--- config.mk ---
export PLATFORM = sky130hd
export DESIGN_NAME = rnd_unit
export DESIGN_NICKNAME = d
export VERILOG_FILES = /design/src/rtl/rnd_pkg.sv /design/src/rtl/rnd_decide.sv /design/src/rtl/rnd_incr.sv /design/src/rtl/rnd_ovf.sv /design/src/rtl/rnd_unit.sv
export SDC_FILE = /design/constraint.sdc
export NUM_CORES = 1
export LEC_CHECK = 0
export BUFFER_PORTS_ARGS = -buffer_cell sky130_fd_sc_hd__buf_2
export CORE_MARGIN = 4
export CORE_UTILIZATION = 36
export DETAILED_ROUTE_END_ITERATION = 10
export GPL_TIMING_DRIVEN = 0
export PLACE_DENSITY_LB_ADDON = 0.12
export RECOVER_POWER = 50
export SLEW_MARGIN = 30
export SYNTH_ARGS = -nofsm -noshare
export SYNTH_HDL_FRONTEND = slang
export SYNTH_HIERARCHICAL = 1
export SYNTH_SLANG_ARGS = --single-unit
--- constraint.sdc ---
create_clock -name vclk -period 2
set_input_delay 0.1 -clock vclk [all_inputs]
set_output_delay 0.1 -clock vclk [all_outputs]
set_load 0.03 [all_outputs]
--- src/rtl/rnd_pkg.sv ---
package rnd_pkg;

    typedef enum logic [1:0] {
        RM_NEAR   = 2'b00,
        RM_ZERO   = 2'b01,
        RM_POSINF = 2'b10,
        RM_NEGINF = 2'b11
    } rmode_e;

    typedef struct packed {
        logic guard;
        logic rnd;
        logic sticky;
    } lost_bits_t;

    function automatic logic any_lost(input lost_bits_t lb);
        return lb.guard | lb.rnd | lb.sticky;
    endfunction

endpackage

--- src/rtl/rnd_decide.sv ---
module rnd_decide
    import rnd_pkg::*;
(
    input  rmode_e     mode_i,
    input  logic       sign_i,
    input  lost_bits_t lost_i,
    input  logic       keep_lsb_i,
    output logic       inc_o,
    output logic       inexact_o
);
    logic lost_any;

    always_comb begin
        lost_any = any_lost(lost_i);
        inc_o    = 1'b0;
        if (lost_any) begin
            unique case (mode_i)
                RM_NEAR:   inc_o = lost_i.guard & (lost_i.rnd | lost_i.sticky | keep_lsb_i);
                RM_ZERO:   inc_o = 1'b0;
                RM_POSINF: inc_o = ~sign_i;
                RM_NEGINF: inc_o = sign_i;
                default:   inc_o = 1'b0;
            endcase
        end
        inexact_o = lost_any;
    end

    // toward-zero mode never increments
    always_comb begin
        a_r5_zero_no_inc: assert (!(mode_i == RM_ZERO && inc_o));
    end

    // nearest mode needs the guard bit to increment
    always_comb begin
        a_r4_near_needs_guard: assert (!(mode_i == RM_NEAR && inc_o && !lost_i.guard));
    end

endmodule

--- src/rtl/rnd_incr.sv ---
module rnd_incr #(
    parameter int KEEP_W = 24,
    localparam int OUT_W = KEEP_W + 1
) (
    input  logic [KEEP_W-1:0] keep_i,
    input  logic              inc_i,
    output logic [OUT_W-1:0]  sum_o
);
    always_comb begin
        sum_o = {1'b0, keep_i} + {{(OUT_W-1){1'b0}}, inc_i};
    end
endmodule

--- src/rtl/rnd_ovf.sv ---
module rnd_ovf
    import rnd_pkg::*;
(
    input  rmode_e mode_i,
    input  logic   sign_i,
    output logic   to_inf_o,
    output logic   ovf_flag_o
);
    always_comb begin
        unique case (mode_i)
            RM_NEAR:   to_inf_o = 1'b1;
            RM_ZERO:   to_inf_o = 1'b0;
            RM_POSINF: to_inf_o = ~sign_i;
            RM_NEGINF: to_inf_o = sign_i;
            default:   to_inf_o = 1'b1;
        endcase
        ovf_flag_o = to_inf_o;
    end

    // toward zero always clamps to the largest finite value
    always_comb begin
        a_r9_zero_clamps: assert (!(mode_i == RM_ZERO && to_inf_o));
    end
endmodule

--- src/rtl/rnd_unit.sv ---
module rnd_unit
    import rnd_pkg::*;
#(
    parameter int MANT_W = 26,
    localparam int KEEP_W = MANT_W - 2,
    localparam int OUT_W  = KEEP_W + 1
) (
    input  logic [1:0]        mode_i,
    input  logic              sign_i,
    input  logic [MANT_W-1:0] mant_i,
    input  logic              sticky_i,
    output logic [OUT_W-1:0]  mant_o,
    output logic              round_up_o,
    output logic              inexact_o,
    output logic              frac_inexact_o,
    output logic              frac_rounded_o,
    output logic              ovf_inf_o,
    output logic              ovf_flag_o
);
    rmode_e            mode;
    lost_bits_t        lost;
    logic [KEEP_W-1:0] keep;
    logic              inc;
    logic              inx;

    always_comb begin
        mode        = rmode_e'(mode_i);
        lost.guard  = mant_i[1];
        lost.rnd    = mant_i[0];
        lost.sticky = sticky_i;
        keep        = mant_i[MANT_W-1:2];
    end

    rnd_decide u_decide (
        .mode_i     (mode),
        .sign_i     (sign_i),
        .lost_i     (lost),
        .keep_lsb_i (keep[0]),
        .inc_o      (inc),
        .inexact_o  (inx)
    );

    rnd_incr #(.KEEP_W(KEEP_W)) u_incr (
        .keep_i (keep),
        .inc_i  (inc),
        .sum_o  (mant_o)
    );

    rnd_ovf u_ovf (
        .mode_i     (mode),
        .sign_i     (sign_i),
        .to_inf_o   (ovf_inf_o),
        .ovf_flag_o (ovf_flag_o)
    );

    always_comb begin
        round_up_o     = inc;
        frac_rounded_o = inc;
        inexact_o      = inx;
        frac_inexact_o = inx;
    end

    // an exact input raises nothing
    always_comb begin
        a_r2_exact_quiet: assert (!(!mant_i[1] && !mant_i[0] && !sticky_i && (round_up_o || inexact_o)));
    end

    // an increment implies the result was inexact
    always_comb begin
        a_r3_inc_is_inexact: assert (!(round_up_o && !inexact_o));
    end

    // without increment the adder passes the kept field and no carry
    always_comb begin
        a_r1_hold_value: assert (round_up_o || mant_o == {1'b0, mant_i[MANT_W-1:2]});
    end

    // with increment the adder output is one above the kept field
    always_comb begin
        a_r8_carry_sum: assert (!round_up_o || mant_o == ({1'b0, mant_i[MANT_W-1:2]} + 1'b1));
    end

    // overflow flag follows the infinity selection
    always_comb begin
        a_r10_flag_tracks_inf: assert (ovf_flag_o == ovf_inf_o);
    end

endmodule

* After elaboration in Yosys (flattened, before gate mapping)
Index checks and enable logic that the tools add are counted.
Operators by class: $add $sub $neg 1, multipliers 0, div/mod/pow operators 0, order comparisons 0, eq/ne operators 3, shifts and indexed selects 0, multiplexer cells 3, bitwise operators 6, reduce and logical (&&, ||, !) cells 1
Operators with widths (count):
- $add A24 B1 Y25 | 1
- $pmux W1 S4 | 2
- $eq A2 B2 Y1 const B | 2
- $or A1 B1 Y1 | 4
- $eq A2 B1 Y1 const B | 1
- $logic_not A2 Y1 | 1
- $and A1 B1 Y1 | 1
- $mux W1 | 1
- $not A1 Y1 | 1
Word-level totals: bits in registers 0, bits in latches 0, RAM bits 0, memory bits (read-only) 0, input port bits 30, output and inout port bits 31, logic and storage cells 14, memories kept 0

* Depth between registers and ports, before layout
depth in word-level cells 6, depth in mapped cells 9, gate-level depth less buffers 9

* Cells and area by module
Netlist, hierarchy kept.
Modules (own cells, without submodules):
- rnd_incr | instances 1, cells an instance 66, area an instance 464.2 um2, sequential area each 0.0 um2
- rnd_decide | instances 1, cells an instance 7, area an instance 40.0 um2, sequential area each 0.0 um2
- rnd_ovf | instances 1, cells an instance 3, area an instance 20.0 um2, sequential area each 0.0 um2
- rnd_unit | instances 1, cells an instance 2, area an instance 15.0 um2, sequential area each 0.0 um2

* Least setup slack after synthesis
No wires, ideal clock.
path type input -> output, start input port mant_i[0], end output port mant_o[22], arrival time 2825 ps, slack -925 ps, cell stages on the path 9, path buffers 0, cell sequence or2_1 > a21oi_1 > nor3_1 > ha_1 > ha_1 > nand4_4 > nor4_4 > nand4_1 > xnor2_1
Between the ends: longest elaborated chain between the ends 6
RTL lines:
- start, declared | RTL line rnd_unit.sv:10 | input logic [MANT_W-1:0] mant_i,
- $or A1 B1 Y1 (2 in series) | RTL line rnd_decide.sv:18 | RM_NEAR: inc_o = lost_i.guard & (lost_i.rnd | lost_i.sticky | keep_lsb_i);
- $and A1 B1 Y1 | RTL line rnd_decide.sv:18
- $pmux W1 S4 | RTL line rnd_decide.sv:17 | unique case (mode_i)
- $mux W1 * | RTL line rnd_decide.sv:16 | if (lost_any) begin
- net frac_rounded_o | RTL line rnd_unit.sv:16 | output logic frac_rounded_o,
- $add A24 B1 Y25 * | RTL line rnd_incr.sv:10 | sum_o = {1'b0, keep_i} + {{(OUT_W-1){1'b0}}, inc_i};
- end, declared | RTL line rnd_unit.sv:12 | output logic [OUT_W-1:0] mant_o,
The timed path passes the listed nets; every way through them passes the cells marked *.

* Worst setup path in the final report
start input port mode_i[1], end output port mant_o[17]
Between the ends: longest elaborated chain between the ends 4
RTL lines:
- start, declared | RTL line rnd_unit.sv:8 | input logic [1:0] mode_i,
- $eq A2 B2 Y1, or another cell as far along | RTL line rnd_decide.sv:17
- $pmux W1 S4 * | RTL line rnd_decide.sv:17
- $mux W1 * | RTL line rnd_decide.sv:16
- $add A24 B1 Y25 * | RTL line rnd_incr.sv:10
Every way passes the cells marked *; elsewhere a longest branch is shown, timed or not.

==> flow_summary_export.csv <==
group,metric,value,unit
sta,achievable-frequency,0.4732,GHz
detailed_routing,drt-pass1-iter-count,4,
finish,post_route_cells_drive_above_1_share,68.71,%
place,port_buffer_count,61,
worst_setup_path,critical_path_peak_fanout,8,
place,postPlaceCellArea,0.001090,sq mm
outcome,run_status,"complete, but fails checks",
worst_setup_path,cp.arrival,2.01,ns
global_routing,global_route_wire_length_before_repair,3450,microns
sta,fin_ws,-0.1135,ns
finish,area_growth,139.2,%
power_and_ir_drop,swShare,60.14,%
finish,numSequentialCells,0,
floorplan,die-width,46.71,microns
detailed_routing,num_vias,955,
hold_path,class_of_the_worst_hold_path,"primary input to primary output",
global_routing,grt_pass1_vias,794,
worst_setup_path,worst-path-buf-inv,3,
global_routing,grt_antenna_before_repair,0,
power_and_ir_drop,power-per-cell-area,257.3,mW/mm^2
sta,timing.final.crit_period,2.113,ns
sta,timing.max_slew.rel_slack,73.02,%
finish,antenna-diode-count,0,
cts,cts.hold.buffers_added,0,
logic_synthesis,synth_cell_type_count,20,
power_and_ir_drop,p_leak,0.0006698,uW
worst_setup_path,critPathCaptureType,"primary output",
sta,setup_total_negative_slack,-0.7357,ns
power_and_ir_drop,worst_ir_drop_vdd,192.8,uV
floorplan,fp.coreArea,0.001350,sq mm
worst_setup_path,worst_setup_path_startpoint,"mode_i[1]",
logic_synthesis,post_synthesis_cell_area,539.3,sq um
worst_setup_path,critPathSlowestCell,"sky130_fd_sc_hd__nor3_4",
worst_setup_path,critical_path_required,1.90,ns
finish,num-nets-final,181,
detailed_routing,route.detailed.drc,0,
logic_synthesis,synthesis.instances,78,
sta,max_slew.worst_pin.slew,0.4033,ns
sta,final_count_of_hold_timing_violations,0,
finish,layout_commonest_cell,"sky130_fd_sc_hd__buf_2",
hold_path,timing.hold.worst.start,"mant_i[21]",
logic_synthesis,synth.avg_cell_area,6.914,sq um
power_and_ir_drop,seq_power_share,0,%
worst_setup_path,worst_path_dominant_cell_family,"simple AND/OR/NAND/NOR gates",
detailed_routing,detailedRoute.firstIterationViolations,34,
power_and_ir_drop,p_int,132.3,uW
hold_path,holdPathEnd,"mant_o[19]",
floorplan,chipHeight,46.71,microns
sta,finalMaxSlewViolations,0,
detailed_routing,post_drt_via_cell_ratio,5.895,
power_and_ir_drop,clock_power_share,0,%
logic_synthesis,mappedNetlistNets,110,
sta,rsz0062_at_grt,"true",
finish,most_frequent_cells_in_the_layout,"sky130_fd_sc_hd__buf_2 (45), sky130_fd_sc_hd__buf_4 (10), sky130_fd_sc_hd__buf_6 (10), sky130_fd_sc_hd__xnor2_2 (10), sky130_fd_sc_hd__nand3_1 (8)",
global_routing,pin_count_of_the_biggest_net_entering_global_routing,9,
logic_synthesis,yosys_warnings,6,
worst_setup_path,cpMostUsedCell,"sky130_fd_sc_hd__nor3_4",
logic_synthesis,post_synthesis_sequential_area_ratio,0,%
flow_run,max_cap_viol,0,
detailed_routing,detail-route-antenna-nets,0,
sta,fin_crit_share,105.7,%
floorplan,num_rows,13,
hold_path,timing.hold.worst_path_depth,3,
floorplan,dieArea,0.002181,sq mm
outcome,violations,"setup timing",
finish,finish.instance_area,0.001290,sq mm
power_and_ir_drop,netSwitchingPower,199.7,uW
power_and_ir_drop,combPwrFrac,100.0,%
worst_setup_path,cp_cell_sequence,"buf_12 > nand2_8 > xnor2_4 > nor3_4 > ha_4 > buf_4 > nand2_1 > nor3_4 > nand4_1 > xnor2_2 > buf_2",
finish,nFillCells,31,
worst_setup_path,cp-start-kind,"primary input",
place,globalplace.congestion,0.7242,
global_routing,grt.overflow.total,0,
finish,area_occupied_by_multi_input_gates,789.5,sq um
floorplan,io_pins,61,
finish,clkbuf_count,0,
global_routing,grt_use_total,21.07,%
finish,final-seq-area,0,sq um
detailed_routing,wirelength,3523,microns
detailed_routing,wl_per_cell,21.75,microns
floorplan,initial_core_util,39.94,%
worst_setup_path,path_class,"primary input to primary output",
sta,finalSetupViolCount,12,
place,dp_hpwl,1685,microns
worst_setup_path,slowest_delay,0.33,ns
-- stage by stage --
step / instances / hold slack (ns) / util [%] / power [uW] / setup slack (ns)
3_5_place_dp: 154 / 0.5323 / 80.72 / 270.2 / -0.3025
3_3_place_gp: 154 / 0.5150 / 80.72 / 264.3 / -0.2641
4_1_cts: 158 / 0.5328 / 89.06 / 289.7 / -0.1054
2_1_floorplan: 78 / 0.2830 / - / 174.3 / -0.1065
6_report: 162 / 0.5237 / 95.55 / 332.0 / -0.1135
5_1_grt: 162 / 0.5398 / 95.55 / 346.1 / -0.1789
-- routing by layer --
layer	global-route usage (%)	vias to the layer above	wire length, microns
met4	2.762	0	247
met1	23.67	434	1069
met2	42.86	85	1781
met5	0	-	0
met3	1.953	24	424
li1	-	412	-
-- cells by family (layout without fill, tap and decap cells) --
group           count (synthesis)  in the layout  share of synthesized area (%)
buf+inv                         6             75                          6.264
fa+ha+maj                       2              2                          4.640
compound gates                  1              1                         0.9272
xor+xnor                       24             24                          38.98
simple gates                   45             45                          49.19
-- repair_timing --
item                       4_1_cts  5_1_grt
setup endpoints to repair       12        8
gates resized for setup         21       19
setup buffers                    4        4
pin swaps                        9       10
-- final cells by class --
type | count | share of cell area (%)
Timing Repair Buffer | 69 | 34.72
Buffer | 3 | 1.746
Tap cell | 15 | 1.455
Multi-Input combinational cell | 72 | 61.20
Inverter | 3 | 0.8729
-- worst max path at each step --
stage	to	depth (start not counted)	slack [ns]
global placement	mant_o[22]	11	-0.26
detailed placement	mant_o[22]	11	-0.30
floorplan	mant_o[22]	9	-0.11
finish	mant_o[17]	11	-0.11
CTS	mant_o[22]	11	-0.11
global route	mant_o[22]	11	-0.18
-- tightest hold or removal path, delay by kind of cell --
family / cells / cell delay, ns
buffers and inverters: 2 / 0.25
xor gates and xnor gates: 1 / 0.08
-- power groups by stage --
stage / sequential (uW) / combinational (uW) / clock, uW
floorplan: 0 / 174 / 0
CTS: 0 / 290 / 0
global route: 0 / 346 / 0
finish: 0 / 332 / 0
global placement: 0 / 264 / 0
detailed placement: 0 / 270 / 0
-- synth_stat cells --
library cell,count,share of area (%)
sky130_fd_sc_hd__inv_1,3,2.1
sky130_fd_sc_hd__or2_2,1,1.2
sky130_fd_sc_hd__buf_4,3,4.2
sky130_fd_sc_hd__a21oi_1,1,0.93
sky130_fd_sc_hd__and3_1,3,3.5
sky130_fd_sc_hd__nor4_4,1,3.9
sky130_fd_sc_hd__xnor2_1,19,31
sky130_fd_sc_hd__ha_1,2,4.6
sky130_fd_sc_hd__or3_1,1,1.2
sky130_fd_sc_hd__xor2_1,5,8.1
sky130_fd_sc_hd__nor4_1,1,1.2
sky130_fd_sc_hd__nor3_4,1,3.0
sky130_fd_sc_hd__nand4_1,6,7.0
sky130_fd_sc_hd__and3_2,1,1.4
sky130_fd_sc_hd__nor3_1,2,1.9
sky130_fd_sc_hd__nand4_4,1,3.9
sky130_fd_sc_hd__nand3_1,8,7.4
sky130_fd_sc_hd__nor2_1,7,4.9
sky130_fd_sc_hd__or2_1,1,1.2
sky130_fd_sc_hd__nand2_1,11,7.7
(Power assumes the default switching activity.)
